[config.mk]
export PLATFORM = sky130hd
export DESIGN_NAME = tmo_scanner
export DESIGN_NICKNAME = d
export VERILOG_FILES = /design/src/rtl/tmo_pkg.sv /design/src/rtl/tmo_tick_prescaler.sv /design/src/rtl/tmo_deadline_calc.sv /design/src/rtl/tmo_scan_fsm.sv /design/src/rtl/tmo_scanner.sv
export SDC_FILE = /design/constraint.sdc
export NUM_CORES = 1
export LEC_CHECK = 0
export ABC_AREA = 1
export BUFFER_PORTS_ARGS = -buffer_cell sky130_fd_sc_hd__buf_2
export CAP_MARGIN = 10
export CORE_ASPECT_RATIO = 1.4
export CORE_MARGIN = 3
export CORE_UTILIZATION = 50
export CTS_BUF_LIST = sky130_fd_sc_hd__clkbuf_8
export DETAILED_ROUTE_END_ITERATION = 10
export GPL_ROUTABILITY_DRIVEN = 0
export PLACE_DENSITY = 0.86
export SLEW_MARGIN = 10
export SYNTH_ARGS = -nofsm -noshare
export SYNTH_HDL_FRONTEND = slang
export SYNTH_SLANG_ARGS = --single-unit
[constraint.sdc]
create_clock -name clk -period 3.4 [get_ports clk]
set_input_delay 0.34 -clock clk [delete_from_list [all_inputs] [get_ports clk]]
set_output_delay 0.34 -clock clk [all_outputs]
set_load 0.02 [all_outputs]
[src/rtl/tmo_pkg.sv]
package tmo_pkg;

    // Record layout and constants whose values the table format fixes
    localparam int unsigned REC_WORDS_DEF = 5;
    localparam int unsigned TMO_OFS_DEF   = 2;
    localparam int unsigned FLG_OFS_DEF   = 3;
    localparam int unsigned WAIT_BIT_DEF  = 3;
    localparam int unsigned TICK_RELOAD_DEF = 3;
    localparam logic [15:0] TIME_ADDR_DEF = 16'h00E4;

    typedef enum logic [2:0] {
        S_IDLE,
        S_TIME_RD,
        S_TIME_WR,
        S_TMO_RD,
        S_REQ,
        S_FLG_RD,
        S_FLG_WR,
        S_STEP
    } scan_state_e;

endpackage

[src/rtl/tmo_tick_prescaler.sv]
module tmo_tick_prescaler #(
    parameter int unsigned RELOAD = tmo_pkg::TICK_RELOAD_DEF
) (
    input  logic clk,
    input  logic rst_n,
    input  logic tick_i,
    input  logic busy_i,
    output logic start_o
);
    localparam int unsigned CNT_W = $clog2(RELOAD + 1);
    localparam logic [CNT_W-1:0] CNT_RELOAD = CNT_W'(RELOAD);
    localparam logic [CNT_W-1:0] CNT_ONE    = CNT_W'(1);

    typedef struct packed {
        logic [CNT_W-1:0] cnt;
        logic             pend;
    } pre_regs_t;

    pre_regs_t q, d;
    logic      take;

    always_comb begin
        d       = q;
        take    = !busy_i && (q.pend || tick_i);
        start_o = 1'b0;

        // remember at most one tick while a scan is running
        if (busy_i) begin
            d.pend = q.pend | tick_i;
        end else if (q.pend) begin
            d.pend = tick_i;
        end else begin
            d.pend = 1'b0;
        end

        if (take) begin
            if (q.cnt == CNT_ONE) begin
                d.cnt   = CNT_RELOAD;
                start_o = 1'b1;
            end else begin
                d.cnt = q.cnt - CNT_ONE;
            end
        end
    end

    always_ff @(posedge clk) begin
        if (!rst_n) begin
            q.cnt  <= CNT_RELOAD;
            q.pend <= 1'b0;
        end else begin
            q <= d;
        end
    end

endmodule

[src/rtl/tmo_deadline_calc.sv]
module tmo_deadline_calc #(
    parameter int unsigned DATA_W = 16
) (
    input  logic [DATA_W-1:0] now_i,
    input  logic [DATA_W-1:0] len_i,
    output logic [DATA_W-1:0] deadline_o
);
    localparam logic [DATA_W-1:0] ZERO = '0;
    localparam logic [DATA_W-1:0] ONE  = DATA_W'(1);

    logic [DATA_W-1:0] sum;

    always_comb begin
        sum = now_i + len_i;
        if (len_i == ZERO) begin
            deadline_o = ZERO;           // wait forever
        end else if (sum == ZERO) begin
            deadline_o = ONE;            // zero is reserved
        end else begin
            deadline_o = sum;
        end
    end

endmodule

[src/rtl/tmo_scan_fsm.sv]
module tmo_scan_fsm
    import tmo_pkg::*;
#(
    parameter int unsigned ADDR_W    = 16,
    parameter int unsigned DATA_W    = 16,
    parameter int unsigned REC_WORDS = REC_WORDS_DEF,
    parameter int unsigned TMO_OFS   = TMO_OFS_DEF,
    parameter int unsigned FLG_OFS   = FLG_OFS_DEF,
    parameter int unsigned WAIT_BIT  = WAIT_BIT_DEF,
    parameter logic [ADDR_W-1:0] TIME_ADDR = ADDR_W'(TIME_ADDR_DEF)
) (
    input  logic              clk,
    input  logic              rst_n,
    input  logic              start_i,
    input  logic [ADDR_W-1:0] first_i,
    input  logic [ADDR_W-1:0] last_i,
    output logic              busy_o,
    output logic              mem_req_o,
    output logic              mem_we_o,
    output logic [ADDR_W-1:0] mem_addr_o,
    output logic [DATA_W-1:0] mem_wdata_o,
    input  logic [DATA_W-1:0] mem_rdata_i,
    input  logic              mem_ack_i,
    output logic              rq_req_o,
    output logic [ADDR_W-1:0] rq_rec_o,
    input  logic              rq_ack_i
);
    localparam logic [ADDR_W-1:0] TMO_OFS_A = ADDR_W'(TMO_OFS);
    localparam logic [ADDR_W-1:0] FLG_OFS_A = ADDR_W'(FLG_OFS);
    localparam logic [ADDR_W:0]   STEP_A    = (ADDR_W+1)'(REC_WORDS);
    localparam logic [DATA_W-1:0] WAIT_MASK = DATA_W'(1) << WAIT_BIT;
    localparam logic [DATA_W-1:0] ONE_D     = DATA_W'(1);
    localparam logic [DATA_W-1:0] ZERO_D    = '0;

    typedef struct packed {
        scan_state_e       st;
        logic [ADDR_W-1:0] rec;
        logic [ADDR_W-1:0] last;
        logic [DATA_W-1:0] now;
        logic [DATA_W-1:0] data;
    } scan_regs_t;

    scan_regs_t q, d;
    logic [ADDR_W:0] nxt_rec;
    logic            tmo_hit;

    // next-state computation
    always_comb begin
        d       = q;
        nxt_rec = {1'b0, q.rec} + STEP_A;
        tmo_hit = (mem_rdata_i != ZERO_D) && (mem_rdata_i == q.now);

        unique case (q.st)
            S_IDLE: begin
                if (start_i) begin
                    d.rec  = first_i;
                    d.last = last_i;
                    d.st   = S_TIME_RD;
                end
            end
            S_TIME_RD: begin
                if (mem_ack_i) begin
                    d.now = mem_rdata_i + ONE_D;
                    d.st  = S_TIME_WR;
                end
            end
            S_TIME_WR: begin
                if (mem_ack_i) begin
                    d.st = S_TMO_RD;
                end
            end
            S_TMO_RD: begin
                if (mem_ack_i) begin
                    d.st = tmo_hit ? S_REQ : S_STEP;
                end
            end
            S_REQ: begin
                if (rq_ack_i) begin
                    d.st = S_FLG_RD;
                end
            end
            S_FLG_RD: begin
                if (mem_ack_i) begin
                    d.data = mem_rdata_i;
                    d.st   = S_FLG_WR;
                end
            end
            S_FLG_WR: begin
                if (mem_ack_i) begin
                    d.st = S_STEP;
                end
            end
            S_STEP: begin
                if (nxt_rec <= {1'b0, q.last}) begin
                    d.rec = nxt_rec[ADDR_W-1:0];
                    d.st  = S_TMO_RD;
                end else begin
                    d.st = S_IDLE;
                end
            end
            default: d.st = S_IDLE;
        endcase
    end

    // port drive, decoded from the registered state only
    always_comb begin
        mem_req_o   = 1'b0;
        mem_we_o    = 1'b0;
        mem_addr_o  = TIME_ADDR;
        mem_wdata_o = q.now;
        rq_req_o    = 1'b0;
        rq_rec_o    = q.rec;

        unique case (q.st)
            S_TIME_RD: begin
                mem_req_o = 1'b1;
            end
            S_TIME_WR: begin
                mem_req_o = 1'b1;
                mem_we_o  = 1'b1;
            end
            S_TMO_RD: begin
                mem_req_o  = 1'b1;
                mem_addr_o = q.rec + TMO_OFS_A;
            end
            S_REQ: begin
                rq_req_o = 1'b1;
            end
            S_FLG_RD: begin
                mem_req_o  = 1'b1;
                mem_addr_o = q.rec + FLG_OFS_A;
            end
            S_FLG_WR: begin
                mem_req_o   = 1'b1;
                mem_we_o    = 1'b1;
                mem_addr_o  = q.rec + FLG_OFS_A;
                mem_wdata_o = q.data & ~WAIT_MASK;
            end
            default: begin
                mem_req_o = 1'b0;
            end
        endcase
    end

    assign busy_o = (q.st != S_IDLE);

    always_ff @(posedge clk) begin
        if (!rst_n) begin
            q.st   <= S_IDLE;
            q.rec  <= '0;
            q.last <= '0;
            q.now  <= '0;
            q.data <= '0;
        end else begin
            q <= d;
        end
    end

endmodule

[src/rtl/tmo_scanner.sv]
module tmo_scanner
    import tmo_pkg::*;
#(
    parameter int unsigned ADDR_W      = 16,
    parameter int unsigned DATA_W      = 16,
    parameter int unsigned TICK_RELOAD = TICK_RELOAD_DEF,
    parameter int unsigned REC_WORDS   = REC_WORDS_DEF,
    parameter int unsigned TMO_OFS     = TMO_OFS_DEF,
    parameter int unsigned FLG_OFS     = FLG_OFS_DEF,
    parameter int unsigned WAIT_BIT    = WAIT_BIT_DEF,
    parameter logic [ADDR_W-1:0] TIME_ADDR = ADDR_W'(TIME_ADDR_DEF)
) (
    input  logic              clk,
    input  logic              rst_n,
    input  logic              tick_i,
    input  logic [ADDR_W-1:0] first_rec_i,
    input  logic [ADDR_W-1:0] last_rec_i,
    output logic              mem_req_o,
    output logic              mem_we_o,
    output logic [ADDR_W-1:0] mem_addr_o,
    output logic [DATA_W-1:0] mem_wdata_o,
    input  logic [DATA_W-1:0] mem_rdata_i,
    input  logic              mem_ack_i,
    output logic              rq_req_o,
    output logic [ADDR_W-1:0] rq_rec_o,
    input  logic              rq_ack_i,
    input  logic [DATA_W-1:0] wait_now_i,
    input  logic [DATA_W-1:0] wait_len_i,
    output logic [DATA_W-1:0] wait_deadline_o
);
    logic scan_start;
    logic scan_busy;

    tmo_tick_prescaler #(
        .RELOAD (TICK_RELOAD)
    ) u_pre (
        .clk     (clk),
        .rst_n   (rst_n),
        .tick_i  (tick_i),
        .busy_i  (scan_busy),
        .start_o (scan_start)
    );

    tmo_scan_fsm #(
        .ADDR_W    (ADDR_W),
        .DATA_W    (DATA_W),
        .REC_WORDS (REC_WORDS),
        .TMO_OFS   (TMO_OFS),
        .FLG_OFS   (FLG_OFS),
        .WAIT_BIT  (WAIT_BIT),
        .TIME_ADDR (TIME_ADDR)
    ) u_scan (
        .clk         (clk),
        .rst_n       (rst_n),
        .start_i     (scan_start),
        .first_i     (first_rec_i),
        .last_i      (last_rec_i),
        .busy_o      (scan_busy),
        .mem_req_o   (mem_req_o),
        .mem_we_o    (mem_we_o),
        .mem_addr_o  (mem_addr_o),
        .mem_wdata_o (mem_wdata_o),
        .mem_rdata_i (mem_rdata_i),
        .mem_ack_i   (mem_ack_i),
        .rq_req_o    (rq_req_o),
        .rq_rec_o    (rq_rec_o),
        .rq_ack_i    (rq_ack_i)
    );

    tmo_deadline_calc #(
        .DATA_W (DATA_W)
    ) u_dl (
        .now_i      (wait_now_i),
        .len_i      (wait_len_i),
        .deadline_o (wait_deadline_o)
    );

endmodule

; After elaboration in Yosys (flattened, before gate mapping)
; Cells that the tools add are included.
; Widths: inputs -> output; s select.
[word_totals]
input_bits = 85
ff_bits = 70
[op_classes]
add_sub_neg = 6
reduce_logical = 18
muxes = 24
n_bitwise = 1
magnitude_cmp = 1
n_eq_ne = 17
[ops]
columns = operator, n
row1 = $mux 16, 4
row2 = $pmux 16 s2, 2
row3 = $mux 35, 1
row4 = $add 16x2->16 const B, 2
row5 = $logic_not 16->1, 2
row6 = $pmux 3 s8, 1
row7 = $mux 3, 6
row8 = $add 16x3->17 const B, 1
row9 = $le 17x16->1, 1
row10 = $add 16x1->16 const B, 1
row11 = $add 16x16->16, 1
row12 = $eq 16x16->1, 1
row13 = $reduce_bool 16->1, 1
row14 = $ne 2x2->1 const B, 7
row15 = $eq 3x3->1 const B, 4
row16 = $mux 1, 7
row17 = $reduce_and 7->1, 1
row18 = $eq 3x2->1 const B, 2
row19 = $mux 2, 3
row20 = $reduce_and 2->1, 3
row21 = $reduce_or 5->1, 1
row22 = $reduce_or 2->1, 2
row23 = $eq 3x1->1 const B, 1
row24 = $logic_not 3->1, 1
row25 = 10 further kinds, 11

; Logic depth before layout (Yosys ltp)
; Gate-level depths: netlist of run 1.
[logic_depth]
depth_word = 6
depth_mapped = 22

; Modules after synthesis
; From an unflattened synthesis of run 1, not the netlist that was laid out.
[unflattened]
cells_unflattened = 1072
area_unflattened_um2 = 6525.0
[modules_own_cells]
columns = mod, n_inst, area_each_um2, cells_each
row1 = tmo_scan_fsm, 1, 5157.4, 808
row2 = tmo_deadline_calc, 1, 1222.4, 243
row3 = tmo_tick_prescaler, 1, 145.1, 21

; Least setup slack after synthesis of run 1
; No wires, ideal clock.
[synth_timing]
kind = reg2reg
startpoint = register u_scan.q, in the netlist u_scan.rq_rec_o[0]
endpoint = register u_scan.q, in the netlist u_scan.rq_rec_o[10]
synth_period_minus_slack_ps = 2634
required_time_ps = 3285
slack_ps = 766
path_stages_with_launch = 18
t_arrival_ps = 2519
setup_time_ps = 115
path_cell_list = dfxtp_1 ha_1 nor2_1 nor2_1 nand3_1 nor2_1 xor2_1 ha_1 nand2_1 and3b_1 nand3_1 nor2_1 o21bai_2 nand2_2 nand2_4 buf_6 a21oi_1 nor2_1
[synth_between]
elab_chain_cells = 4
elab_cells_between_ends = 6
[synth_lines]
columns = element, line_no
row1 = from (decl), tmo_scan_fsm.sv:43  ; scan_regs_t q, d;
row2 = $add 16x3->17 (*), tmo_scan_fsm.sv:50  ; nxt_rec = {1'b0, q.rec} + STEP_A;
row3 = $le 17x16->1, tmo_scan_fsm.sv:94  ; if (nxt_rec <= {1'b0, q.last}) begin
row4 = $ne 2x1->1 (no line), --
row5 = $reduce_and 3->1 (no line), --
; Every way passes the cells marked *; elsewhere a longest branch is shown, timed or not. The select of a mux whose other input is x is not followed.
; A chain may end at the register's enable or synchronous reset.

; Final worst setup path of run 1
[layout_timing]
startpoint = register u_scan.q, in the netlist u_scan.rq_rec_o[8]
endpoint = register u_scan.q, in the netlist u_scan.rq_rec_o[6]
[layout_between]
elab_chain_cells = 4
[layout_lines]
columns = element, line_no
row1 = $add 16x3->17, tmo_scan_fsm.sv:50
row2 = $le 17x16->1, tmo_scan_fsm.sv:94
row3 = $ne 2x1->1 (no line), --
row4 = $reduce_and 3->1 (no line), --
; Every way passes these cells.

==> results of run 1 <==
flip-flops by register name (all words and copies together) (netlist names):
name	count
u_scan.q	50
u_pre.q	3
u_scan.rq_rec_o	16
worst max path at each step:
stage                     depth (start not counted)          startpoint  slack, ns                  end
after floorplan                                  17  u_scan.rq_rec_o[0]       0.77  u_scan.rq_rec_o[10]
after global placement                           18  u_scan.rq_rec_o[0]       0.35  u_scan.rq_rec_o[12]
after detailed placement                         18  u_scan.rq_rec_o[0]       0.26  u_scan.rq_rec_o[10]
after CTS                                        18  u_scan.rq_rec_o[0]       0.22   u_scan.rq_rec_o[4]
after global routing                             18  u_scan.rq_rec_o[0]       0.02  u_scan.rq_rec_o[10]
final                                            17  u_scan.rq_rec_o[8]       0.31   u_scan.rq_rec_o[6]
through the flow:
step                util, %  power [mW]
global placement      57.70       3.396
CTS                   59.68       4.286
finish                59.94       4.329
detailed placement    57.70       3.451
global route          59.94       4.683
floorplan                 -       2.953
layer usage:
| layer | wire (um) | up-vias | share of wire [%] | global-route usage [%] |
|---|---|---|---|---|
| met1 | 6776 | 3077 | 37 | 27.39 |
| met5 | 0 | - | 0 | 0 |
| li1 | - | 3454 | - | - |
| met2 | 9460 | 273 | 52 | 48.51 |
| met3 | 1157 | 70 | 6.3 | 4.131 |
| met4 | 926 | 0 | 5.1 | 15.64 |
power by group through the flow:
stage          clock [mW]  sequential [mW]  combinational (mW)
2_1_floorplan           0             1.13                1.83
3_3_place_gp            0             1.15                2.25
3_5_place_dp            0             1.16                2.29
4_1_cts             0.831             1.14                2.32
5_1_grt             0.866             1.16                2.65
6_report            0.816             1.15                2.37
worst max-delay path, cell delays in order, from the launching register on:
cell and delay (ns):
dfxtp_1 0.36, nand2_2 0.13, nor2_2 0.11, nand2_2 0.12, nor2_4 0.18, nand3_1 0.12, nor2_1 0.13, xor2_1 0.32
ha_1 0.30, nand2_1 0.10, and3b_1 0.19, nand3_1 0.09, nor2_1 0.04, o21bai_2 0.19, nand2_2 0.23, nand2_8 0.15
a21oi_1 0.18, nor2_1 0.06
cell type report:
cell class	count	area, sq um	share of cell area (%)
Sequential cell	69	1384	19.34
Clock inverter	6	112.6	1.574
Clock buffer	9	123.9	1.731
Timing Repair Buffer	163	845.8	11.82
Multi-Input combinational cell	722	3935	54.99
Tap cell	147	183.9	2.570
Inverter	152	570.5	7.973
logic make-up after synthesis:
logic type      Yosys count  share of synthesized area, %
xor+xnor                 44                         6.279
compound gates          216                         19.39
simple gates            422                         29.91
buf+inv                 201                         13.84
flops                    69                         22.51
fa+ha+maj                39                         8.073
cell usage after synthesis, types with 2 or more instances:
| cell type | n |
|---|---|
| a21o_1 | 3 |
| o21bai_1 | 2 |
| buf_1 | 3 |
| xnor2_1 | 11 |
| o32ai_1 | 2 |
| o211ai_1 | 6 |
| inv_1 | 150 |
| nand2_1 | 198 |
| buf_6 | 3 |
| nand3_1 | 68 |
| nand2_2 | 5 |
| a22o_1 | 9 |
| buf_2 | 7 |
| nor2_1 | 103 |
| a21oi_1 | 95 |
| nor2_2 | 4 |
| o21ai_0 | 82 |
| xor2_1 | 33 |
| buf_4 | 17 |
| o22ai_1 | 7 |
| clkbuf_1 | 19 |
| dfxtp_1 | 69 |
| nor3_1 | 11 |
| and2_1 | 4 |
| nand3b_1 | 2 |
| nor2_4 | 2 |
| nor4_1 | 7 |
| clkinv_1 | 2 |
| ha_1 | 38 |
| or2_2 | 2 |
| nand4_1 | 9 |
| nand2_4 | 2 |
==> results by group, run 1 <==
Status
  • Status: completed

Route
  • Initial DRC Count: about 360
  • Routed vias: ~7000
  • DR DRC count: 0
  • Number of vias per cell: between 5 and 6
  • DRT Pass-1 Iters: 5
  • Post-route ant nets: 0
  • Final wirelength: about 18000 um
  • Routed len/inst: between 10 and 15 um

Clock network
  • Clock slew at reported path FFs: around 0.090 ns
  • CTS Hold Bufs: 0
  • TritonCTS clock tree: done
  • Post_cts resized: 0
  • Worst-Skew Late Latency: between 0.3 and 0.4 ns
  • Clock Tree Root: clkbuf_8
  • Total CTS buffers: 9
  • Post-CTS Repair Setup Buffers: 0
  • Worst-case clock buffer depth: 2
  • H-tree levels: 3
  • Clk sinks: 69

Cells and area
  • Diodes inserted: 0
  • Fillers: 1183
  • Post-Layout Cell Count: 1268
  • Final nets: 1241
  • Most frequent cells in the layout: 198 x nand2_1, 151 x buf_2, 150 x inv_1
  • Area Overhead vs Synth: 16.60%
  • Design Area, Final: between 7000 and 8000 sq um
  • Commonest non-fill, non-tap cell in the layout: nand2_1
  • Share of layout cells above drive strength 1: 17.84%

Synthesis
  • Sequential fraction of the synthesis area: a little under a quarter
  • Area leader, netlist: dfxtp_1
  • Post-Synthesis Cells: roughly 990
  • Syn nets: between 1000 and 1500
  • Share of the synthesized area in the top cell type: around 23%
  • Yosys warns: 0
  • Syn Std Cell Area: 6137 sq um
  • Asr flop ratio synth: 0%
  • Top post-synthesis cells by area: dfxtp_1 23%, nand2_1 12%, inv_1 9.2%
  • Yosys cell types: 48
  • Number of synthesized register bits: slightly below 70
  • Avg Inst Size Synth: 6.193 sq um
  • Post-synth EDFFs: 0
  • Predominant post-synthesis flop cell: dfxtp_1

Power and ir drop
  • Flop pwr share: approximately a quarter
  • Lkg Pwr: approximately 3.5 nW
  • Pwr Density: 605.0 nW/um^2
  • Net Sw Frac: between 40% and 50%
  • Clock Power Share: between 10% and 20%
  • Sw power: about 2 mW
  • Max VDD drop: roughly 260 uV
  • Comb power frac: about 55%
  • P_int: about 2.3 mW

Timing
  • Max Freq: around 320 MHz
  • Final setup margin: approximately 0.31 ns
  • RSZ-0062 raised after global routing: false
  • Max-slew violations: 0
  • Setup tns final: 0 ns
  • Slew HR: about two fifths
  • Period utilization: between 90% and 100%
  • Fin Clk Skew: 0.01654 ns
  • Final setup fails: 0
  • Worst hold slack: ~0.25 ns
  • Least-Margin Pin Slew: roughly 0.90 ns
  • Tmin final: ~3.1 ns
  • Fin. Hold Viols: 0

Global route
  • Vias in the first global route: about 6300
  • Largest net degree at the start of global routing: 45
  • First-pass GRT wire length: 28730 um
  • GRT overflow: 0
  • Tot GR Track Use: a little over a quarter
  • Initial antenna violation count: 0

Min path
  • Worst Hold Path EP: u_scan.q[32]
  • Hold Path Class: input port to flop
  • Hold Path Origin: last_rec_i[0]
  • WHS Path Cells: 3

Worst setup path
  • Critical path fanouts, max: 16
  • Crit Path Class: flop to flop
  • Arr. time, crit path: between 3 and 4 ns
  • WP data required: about 3.7 ns
  • Crit start category: flop
  • Worst R2R Start: u_scan.rq_rec_o[8]
  • Crit path capture type: flop
  • R2R cell count: 17
  • R2r setup slk: between 0.3 and 0.4 ns
  • R2R Path End: u_scan.rq_rec_o[6]

Floorplanning
  • Die height: 137.1 um
  • Die footprint: 13660 sq um
  • Die W: 99.64 um
  • CORE AREA: 11940 sq um
  • Ports: ~150
  • Initial Util: between 50% and 60%
  • # rows: 47

Placement
  • Hpwl dp: ~14000 um
  • Place WS: around 0.26 ns
  • Post-Place Cells: between 1000 and 1500
  • DP Area: between 6000 and 7000 sq um
  • PortBufs: about 150

Run
  • Max_cap viols: 0
No activity file was read; power rests on OpenSTA's default activity.
==> run 2, diff against run 1 <==
--- a/config.mk
+++ b/config.mk
@@ -15,6 +15,7 @@
 export DETAILED_ROUTE_END_ITERATION = 10
 export GPL_ROUTABILITY_DRIVEN = 0
 export PLACE_DENSITY = 0.86
+export REMOVE_ABC_BUFFERS = 1
 export SLEW_MARGIN = 10
 export SYNTH_ARGS = -nofsm -noshare
 export SYNTH_HDL_FRONTEND = slang
==> run 2 against run 1 <==
Setup slack lost 0.0062 ns. Count of clock-buffer cells in the layout up 1. Wire length fell by 7.0%. Sequential power is essentially flat. Critical endpoint is now u_scan.rq_rec_o[10]. Sequential cell count unchanged. Register-to-register slack about the same. Via count decreased by 1.8%. Power is 5.9% lower. Hold slack lost 0.012 ns. Cell count down 0.16%.
==> results by group, run 2 (synthesis results as in run 1) <==
Worst setup path
  • Most common cell on crit path: nor2_1
  • Max incr delay on CP: 0.45 ns (was 0.36 ns)
  • Worst setup startpoint: u_scan.rq_rec_o[1] (was u_scan.rq_rec_o[8])
  • Arr. time, crit path: 3.34 ns (was 3.36 ns)
  • Crit Path Class: flop to flop (unchanged)
  • R2r setup slk: 0.30 ns (was 0.31 ns)
  • Critical path fanouts, max: 32 (was 16)
  • Slowest-stage cell, CP: dfxtp_1 (unchanged)
  • WP data required: 3.64 ns (was 3.66 ns)
  • Crit path capture type: flop (unchanged)
  • Critical-path cell list: ha_1 -> nor2_1 -> nor2_1 -> nand3_1 -> nor2_1 -> xor2_1 -> ha_1 -> a21oi_1 -> nor2_1 -> nor2_1 -> and2_1 -> nand2_1 -> o21bai_2 -> nand2_2 -> nand2_8 -> nand3_1 -> nand2_1 -> nor2_1 (was nand2_2 -> nor2_2 -> nand2_2 -> nor2_4 -> nand3_1 -> nor2_1 -> xor2_1 -> ha_1 -> nand2_1 -> and3b_1 -> nand3_1 -> nor2_1 -> o21bai_2 -> nand2_2 -> nand2_8 -> a21oi_1 -> nor2_1)
  • Worst R2R Start: u_scan.rq_rec_o[1] (was u_scan.rq_rec_o[8])
  • Crit start category: flop (unchanged)

Cells and area
  • Max FFs per register: 50 (unchanged)
  • Commonest non-fill, non-tap cell in the layout: nand2_1 (unchanged)
  • Design Area, Final: 7056 sq um (was 7156 sq um)
  • Most flops, register: u_scan.q (unchanged)
  • Final core occ: 59.10% (was 59.94%)
  • Share of layout cells above drive strength 1: 17.13% (was 17.84%)
  • Final nets: 1234 (was 1241)
  • Area Overhead vs Synth: 14.96% (was 16.60%)
  • Most frequent cells in the layout: 198 x nand2_1, 152 x inv_1, 151 x buf_2 (was 198 x nand2_1, 151 x buf_2, 150 x inv_1)

Timing
  • Period utilization: 91.16% (was 90.98%)
  • Final setup fails: 0 (unchanged)
  • Final setup margin: 0.3004 ns (was 0.3067 ns)
  • Max Freq: 322.6 MHz (was 323.3 MHz)
  • Max-slew violations: 0 (unchanged)
  • Fin Clk Skew: 0.004145 ns (was 0.01654 ns)
  • Tmin final: 3.100 ns (was 3.093 ns)
  • Fin. Hold Viols: 0 (unchanged)
  • Least-Margin Pin Slew: 0.9326 ns (was 0.9003 ns)
  • Slew HR: 37.76% (was 39.92%)
  • Setup tns final: 0 ns (unchanged)

Power and ir drop
  • Overall Power: 4.072 mW (was 4.329 mW)
  • Max VDD drop: 277.8 uV (was 264.7 uV)
  • Lkg Pwr: 3.423 nW (was 3.476 nW)
  • Pwr Density: 577.2 nW/um^2 (was 605.0 nW/um^2)

Global route
  • Met1 Use GR: 27.72% (was 27.39%)
  • Vias in the first global route: 6269 (was 6342)
  • First-pass GRT wire length: 27580 um (was 28730 um)
  • Met3 Resource Use GR: 3.774% (was 4.131%)
  • Initial antenna violation count: 3 (was 0)
  • GRT overflow: 0 (unchanged)
  • Met2 Use GR: 43.68% (was 48.51%)
  • Gr busiest metal: met2 (unchanged)
  • Tot GR Track Use: 24.55% (was 26.15%)
  • Largest net degree at the start of global routing: 46 (was 45)

Clock network
  • Worst-case clock buffer depth: 2 (unchanged)
  • Clock slew at reported path FFs: 0.07 ns (was 0.09 ns)
  • Clock Tree Root: clkbuf_8 (unchanged)
  • Worst-Skew Late Latency: 0.35 ns (was 0.36 ns)
  • Post-CTS Repair Setup Buffers: 0 (unchanged)
  • Total CTS buffers: 9 (unchanged)
  • H-tree levels: 3 (unchanged)
  • Clk sinks: 69 (unchanged)
  • CTS Hold Bufs: 0 (unchanged)
  • TritonCTS clock tree: done (unchanged)

Route
  • Final wirelength: 17040 um (was 18320 um)
  • Post-route ant nets: 0 (unchanged)
  • Routed len/inst: 13.46 um (was 14.45 um)
  • Number of vias per cell: 5.330 (was 5.421)
  • DRT Pass-1 Iters: 5 (unchanged)
  • DR DRC count: 0 (unchanged)
  • Routed vias: 6748 (was 6874)
  • Initial DRC Count: 313 (was 362)

Floorplanning
  • # rows: 47 (unchanged)
  • Ports: 152 (unchanged)
  • Die height: 137.1 um (unchanged)
  • CORE AREA: 11940 sq um (unchanged)
  • Die footprint: 13660 sq um (unchanged)
  • Initial Util: 51.41% (unchanged)
  • Die W: 99.64 um (unchanged)

Min path
  • Hold Path Origin: last_rec_i[0] (unchanged)
  • Hold Path Class: input port to flop (unchanged)

Status
  • Status: completed (unchanged)

Placement
  • Place WS: 0.2942 ns (was 0.2620 ns)
  • DP Area: 6843 sq um (was 6888 sq um)
  • PortBufs: 151 (unchanged)
  • Hpwl dp: 13540 um (was 14270 um)

Run
  • Max_cap viols: 0 (unchanged)
==> run 2: layout make-up <==
| class | instances | area [sq um] |
|---|---|---|
| Inverter | 152 | 570.5 |
| Fill cell | 1179 | 4882 |
| Clock buffer | 10 | 137.6 |
| Tap cell | 147 | 183.9 |
| Multi-Input combinational cell | 721 | 3915 |
| Antenna cell | 4 | 10.01 |
| Clock inverter | 6 | 55.05 |
| Timing Repair Buffer | 157 | 800.8 |
| Sequential cell | 69 | 1383 |
==> run 2: worst max-delay path, delay by kind of cell (launching register included) <==
kind | cells | cell delay [ns]
simple gates | 13 | 1.52
fa+ha+maj | 2 | 0.51
flops | 1 | 0.45
compound gates | 2 | 0.27
xor+xnor | 1 | 0.23
==> run 2: stage by stage <==
step	std cells	hold slack (ns)
5_1_grt	1265	0.2522
2_1_floorplan	942	0.4239
3_3_place_gp	1246	0.4342
4_1_cts	1262	0.2345
3_5_place_dp	1246	0.4496
6_report	1266	0.2344
==> run 2: path summary, 6_finish.rpt <==
check	end	cells after the start
max	u_scan.rq_rec_o[10]	18
min	u_scan.q[32]	3
max reg2reg	u_scan.rq_rec_o[10]	18
min reg2reg	u_scan.q[13]	2
==> run 2: power by group <==
group | leakage, nW | internal, mW | total, mW | switching [mW]
Combinational | 2.76 | 0.819 | 2.24 | 1.42
Sequential | 0.561 | 0.972 | 1.16 | 0.192
Clock | 0.105 | 0.351 | 0.668 | 0.316
Total | 3.42 | 2.14 | 4.07 | 1.93
==> run 2: routing by layer <==
metal / wire length [um] / share of wire (%)
met5: 0 / 0
met2: 8476 / 50
met1: 6688 / 39
met3: 1195 / 7.0
met4: 676 / 4.0
==> run 2: what timing repair did <==
action	4_1_cts	5_1_grt
gates resized for setup	0	2
endpoints found under the hold margin	0	0
setup endpoints to repair	0	16
==> run 3, diff against run 2 <==
--- a/config.mk
+++ b/config.mk
@@ -5,7 +5,6 @@
 export SDC_FILE = /design/constraint.sdc
 export NUM_CORES = 1
 export LEC_CHECK = 0
-export ABC_AREA = 1
 export BUFFER_PORTS_ARGS = -buffer_cell sky130_fd_sc_hd__buf_2
 export CAP_MARGIN = 10
 export CORE_ASPECT_RATIO = 1.4
@@ -20,3 +19,4 @@
 export SYNTH_ARGS = -nofsm -noshare
 export SYNTH_HDL_FRONTEND = slang
 export SYNTH_SLANG_ARGS = --single-unit
+export TNS_END_PERCENT = 100
==> run 3 against run 2 <==
Critical path depth decreased by 7. Register-to-register slack got worse by 0.04 ns. Wire length decreased by 3.4%. Synthesized cell count decreased by 20%. Global-route usage decreased by 0.19 points. Sequential power decreased by 28%. Clock power increased by 4.2%. Via count decreased by 9.0%. Cell count decreased by 17%. First-iteration DRC count increased by 16%. Sequential share of layout area increased by 0.79 points. Utilization increased by 2.0 points. Largest cell class unchanged.
==> results by group, run 3 <==
Status
  • Status: completed (unchanged)

Global route
  • Met3 Resource Use GR: 4.086% (was 3.774%)
  • Vias in the first global route: 5775 (was 6269)
  • Met2 Use GR: 45.47% (was 43.68%)
  • Gr busiest metal: met2 (unchanged)
  • Tot GR Track Use: 24.36% (was 24.55%)
  • Initial antenna violation count: 1 (was 3)
  • Met1 Use GR: 27.21% (was 27.72%)
  • GRT overflow: 0 (unchanged)
  • Largest net degree at the start of global routing: 33 (was 46)
  • First-pass GRT wire length: 26740 um (was 27580 um)

Clock network
  • Total CTS buffers: 9 (unchanged)
  • Post_cts resized: 0 (unchanged)
  • Clock Tree Root: clkbuf_8 (unchanged)
  • CTS Hold Bufs: 0 (unchanged)
  • Post-CTS Repair Setup Buffers: 0 (unchanged)
  • Clk sinks: 69 (unchanged)
  • Clock slew at reported path FFs: 0.09 ns (was 0.07 ns)
  • Worst-Skew Late Latency: 0.36 ns (was 0.35 ns)
  • H-tree levels: 3 (unchanged)
  • Worst-case clock buffer depth: 2 (unchanged)
  • TritonCTS clock tree: done (unchanged)

Route
  • Final wirelength: 16460 um (was 17040 um)
  • Routed len/inst: 15.57 um (was 13.46 um)
  • Initial DRC Count: 362 (was 313)
  • DR DRC count: 0 (unchanged)
  • Routed vias: 6142 (was 6748)
  • Number of vias per cell: 5.811 (was 5.330)
  • Post-route ant nets: 0 (unchanged)
  • DRT Pass-1 Iters: 6 (was 5)

Timing
  • Tmin final: 3.199 ns (was 3.100 ns)
  • Max Freq: 312.6 MHz (was 322.6 MHz)
  • Period utilization: 94.10% (was 91.16%)
  • Fin. Hold Viols: 0 (unchanged)
  • Slew HR: 51.48% (was 37.76%)
  • Final setup fails: 0 (unchanged)
  • Max-slew violations: 0 (unchanged)
  • RSZ-0062 raised after global routing: false
  • Setup tns final: 0 ns (unchanged)
  • Least-Margin Pin Slew: 0.7278 ns (was 0.9326 ns)
  • Fin Clk Skew: 0.01663 ns (was 0.004145 ns)

Cells and area
  • Most frequent cells in the layout: 151 x buf_2, 126 x nand2_1, 76 x nor2_1 (was 198 x nand2_1, 152 x inv_1, 151 x buf_2)
  • Final nets: 1035 (was 1234)
  • Share of layout cells above drive strength 1: 24.34% (was 17.13%)
  • Register area: 1383 sq um (unchanged)
  • Most flops, register: u_scan.q (unchanged)
  • Commonest non-fill, non-tap cell in the layout: buf_2 (was nand2_1)
  • Diodes inserted: 0 (was 4)
  • Max FFs per register: 50 (unchanged)
  • Fillers: 1031 (was 1179)
  • Multi-input gate area: 3974 sq um (was 3915 sq um)
  • Area Overhead vs Synth: 17.01% (was 14.96%)
  • Final core occ: 61.14% (was 59.10%)

Floorplanning
  • Die footprint: 12940 sq um (was 13660 sq um)
  • Ports: 152 (unchanged)
  • Die W: 96.99 um (was 99.64 um)
  • Die height: 133.4 um (was 137.1 um)
  • CORE AREA: 11090 sq um (was 11940 sq um)
  • Initial Util: 52.25% (was 51.41%)
  • # rows: 45 (was 47)

Synthesis
  • Sequential fraction of the synthesis area: 23.83% (was 22.51%)
  • Avg Inst Size Synth: 7.308 sq um (was 6.193 sq um)
  • Area leader, netlist: dfxtp_1 (unchanged)
  • Top post-synthesis cells by area: dfxtp_1 24%, ha_1 8.2%, nand2_1 8.2% (was dfxtp_1 23%, nand2_1 12%, inv_1 9.2%)
  • Post-Synthesis Cells: 793 (was 991)
  • Yosys cell types: 61 (was 48)
  • Number of synthesized register bits: 69 (unchanged)
  • Count leader, synth: nand2_1 (unchanged)
  • Share of the synthesized area in the top cell type: 23.83% (was 22.51%)
  • Yosys warns: 0 (unchanged)
  • Asr flop ratio synth: 0% (unchanged)
  • Predominant post-synthesis flop cell: dfxtp_1 (unchanged)
  • Commonest cells in the netlist: 126 x nand2_1, 77 x nor2_1, 69 x dfxtp_1, 61 x a21oi_1, 41 x clkbuf_1 (was 198 x nand2_1, 150 x inv_1, 103 x nor2_1, 95 x a21oi_1, 82 x o21ai_0)
  • Post-synth EDFFs: 0 (unchanged)
  • Syn Std Cell Area: 5796 sq um (was 6137 sq um)

Worst setup path
  • Critical path fanouts, max: 3 (was 32)
  • Slowest-stage cell, CP: fa_1 (was dfxtp_1)
  • Crit start category: input port (was flop)
  • Crit Path Class: input port to output port (was flop to flop)
  • Crit path capture type: output port (was flop)
  • WP data required: 3.06 ns (was 3.64 ns)
  • Max incr delay on CP: 0.41 ns (was 0.45 ns)
  • Critical-path cell list: buf_2 -> ha_1 -> fa_1 -> a21oi_1 -> o22ai_1 -> o22ai_1 -> xnor2_1 -> nor4b_1 -> nand3_1 -> o41ai_1 -> buf_2 (was ha_1 -> nor2_1 -> nor2_1 -> nand3_1 -> nor2_1 -> xor2_1 -> ha_1 -> a21oi_1 -> nor2_1 -> nor2_1 -> and2_1 -> nand2_1 -> o21bai_2 -> nand2_2 -> nand2_8 -> nand3_1 -> nand2_1 -> nor2_1)
  • Arr. time, crit path: 2.86 ns (was 3.34 ns)

Power and ir drop
  • Lkg Pwr: 2.915 nW (was 3.423 nW)
  • Clock Power Share: 32.8% (was 16.4%)
  • Max VDD drop: 271.6 uV (was 277.8 uV)
  • Flop pwr share: 39.5% (was 28.6%)
  • Net Sw Frac: 32.81% (was 47.40%)
  • Comb power frac: 27.7% (was 55.0%)
  • Overall Power: 2.122 mW (was 4.072 mW)
  • P_int: 1.426 mW (was 2.142 mW)
  • Sw power: 0.6963 mW (was 1.930 mW)
  • Pwr Density: 312.9 nW/um^2 (was 577.2 nW/um^2)

Run
  • Max_cap viols: 0 (unchanged)

Placement
  • Hpwl dp: 12810 um (was 13540 um)
  • PortBufs: 151 (unchanged)

Min path
  • Hold Path Class: input port to flop (unchanged)
[run 3: changes by cell type after synthesis, sizes merged, moves of 22 or more]
cell	delta
inv	-120
nor2	-31
nand2	-79
a21oi	-34
clkbuf	+22
o21ai	-48
xnor2	+27
nand3	-52
[run 3: layout make-up]
| cell class | instances | share of cell area [%] |
|---|---|---|
| Clock buffer | 10 | 2.030 |
| Clock inverter | 6 | 1.033 |
| Inverter | 30 | 1.661 |
| Multi-Input combinational cell | 627 | 58.60 |
| Sequential cell | 69 | 20.39 |
| Tap cell | 141 | 2.601 |
| Timing Repair Buffer | 174 | 13.69 |
[run 3: per-stage QoR]
stage | cells | cell area, sq um | hold slack (ns) | setup slack (ns)
final | 1057 | 6782 | 0.2218 | 0.2006
after global routing | 1057 | 6782 | 0.2151 | 0.01627
after CTS | 1057 | 6771 | 0.2129 | 0.1010
after detailed placement | 1041 | 6564 | 0.4468 | 0.1675
after global placement | 1041 | 6564 | 0.4391 | 0.2424
after floorplan | 726 | 5456 | 0.4019 | -0.05769
[run 3: worst paths after layout]
path | from | to | cells after the start | slack (ns)
worst min-delay path | last_rec_i[10] | u_scan.q[42] | 3 | 0.22
worst max register to register | u_scan.rq_rec_o[1] | u_scan.rq_rec_o[1] | 15 | 0.26
worst min register to register | u_scan.q[47] | u_scan.q[47] | 2 | 0.45
worst max-delay path | wait_now_i[0] | wait_deadline_o[0] | 11 | 0.20
[run 3: layer usage]
| metal | routed length, um | part of all wire (%) |
|---|---|---|
| met5 | 13 | 0.079 |
| met4 | 377 | 2.3 |
| met3 | 988 | 6.0 |
| met2 | 8635 | 52 |
| met1 | 6445 | 39 |
[run 3: cell families after synthesis]
kind of cell	Yosys count	share of synthesized area [%]
multiplexers	17	3.260
buffers and inverters	97	7.794
AND/OR/NAND/NOR	310	24.94
XOR/XNOR	57	8.614
AO/OA/AOI/OAI	204	23.01
flip-flops	69	23.83
adder cells (fa/ha/maj)	39	8.549
[run 3: worst max-delay path: cells and delay by family]
kind / cells / cell delay, ns
XOR/XNOR: 1 / 0.10
adder cells (fa/ha/maj): 2 / 0.64
AND/OR/NAND/NOR: 2 / 0.49
buffers and inverters: 2 / 0.33
AO/OA/AOI/OAI: 4 / 0.96
[run 3: power by group through the flow]
stage	Combinational, mW	Sequential [mW]	Clock (mW)
2_1_floorplan	0.363	0.867	0
3_3_place_gp	0.568	0.856	0
3_5_place_dp	0.578	0.856	0
4_1_cts	0.581	0.837	0.702
5_1_grt	0.642	0.840	0.735
6_report	0.588	0.838	0.696
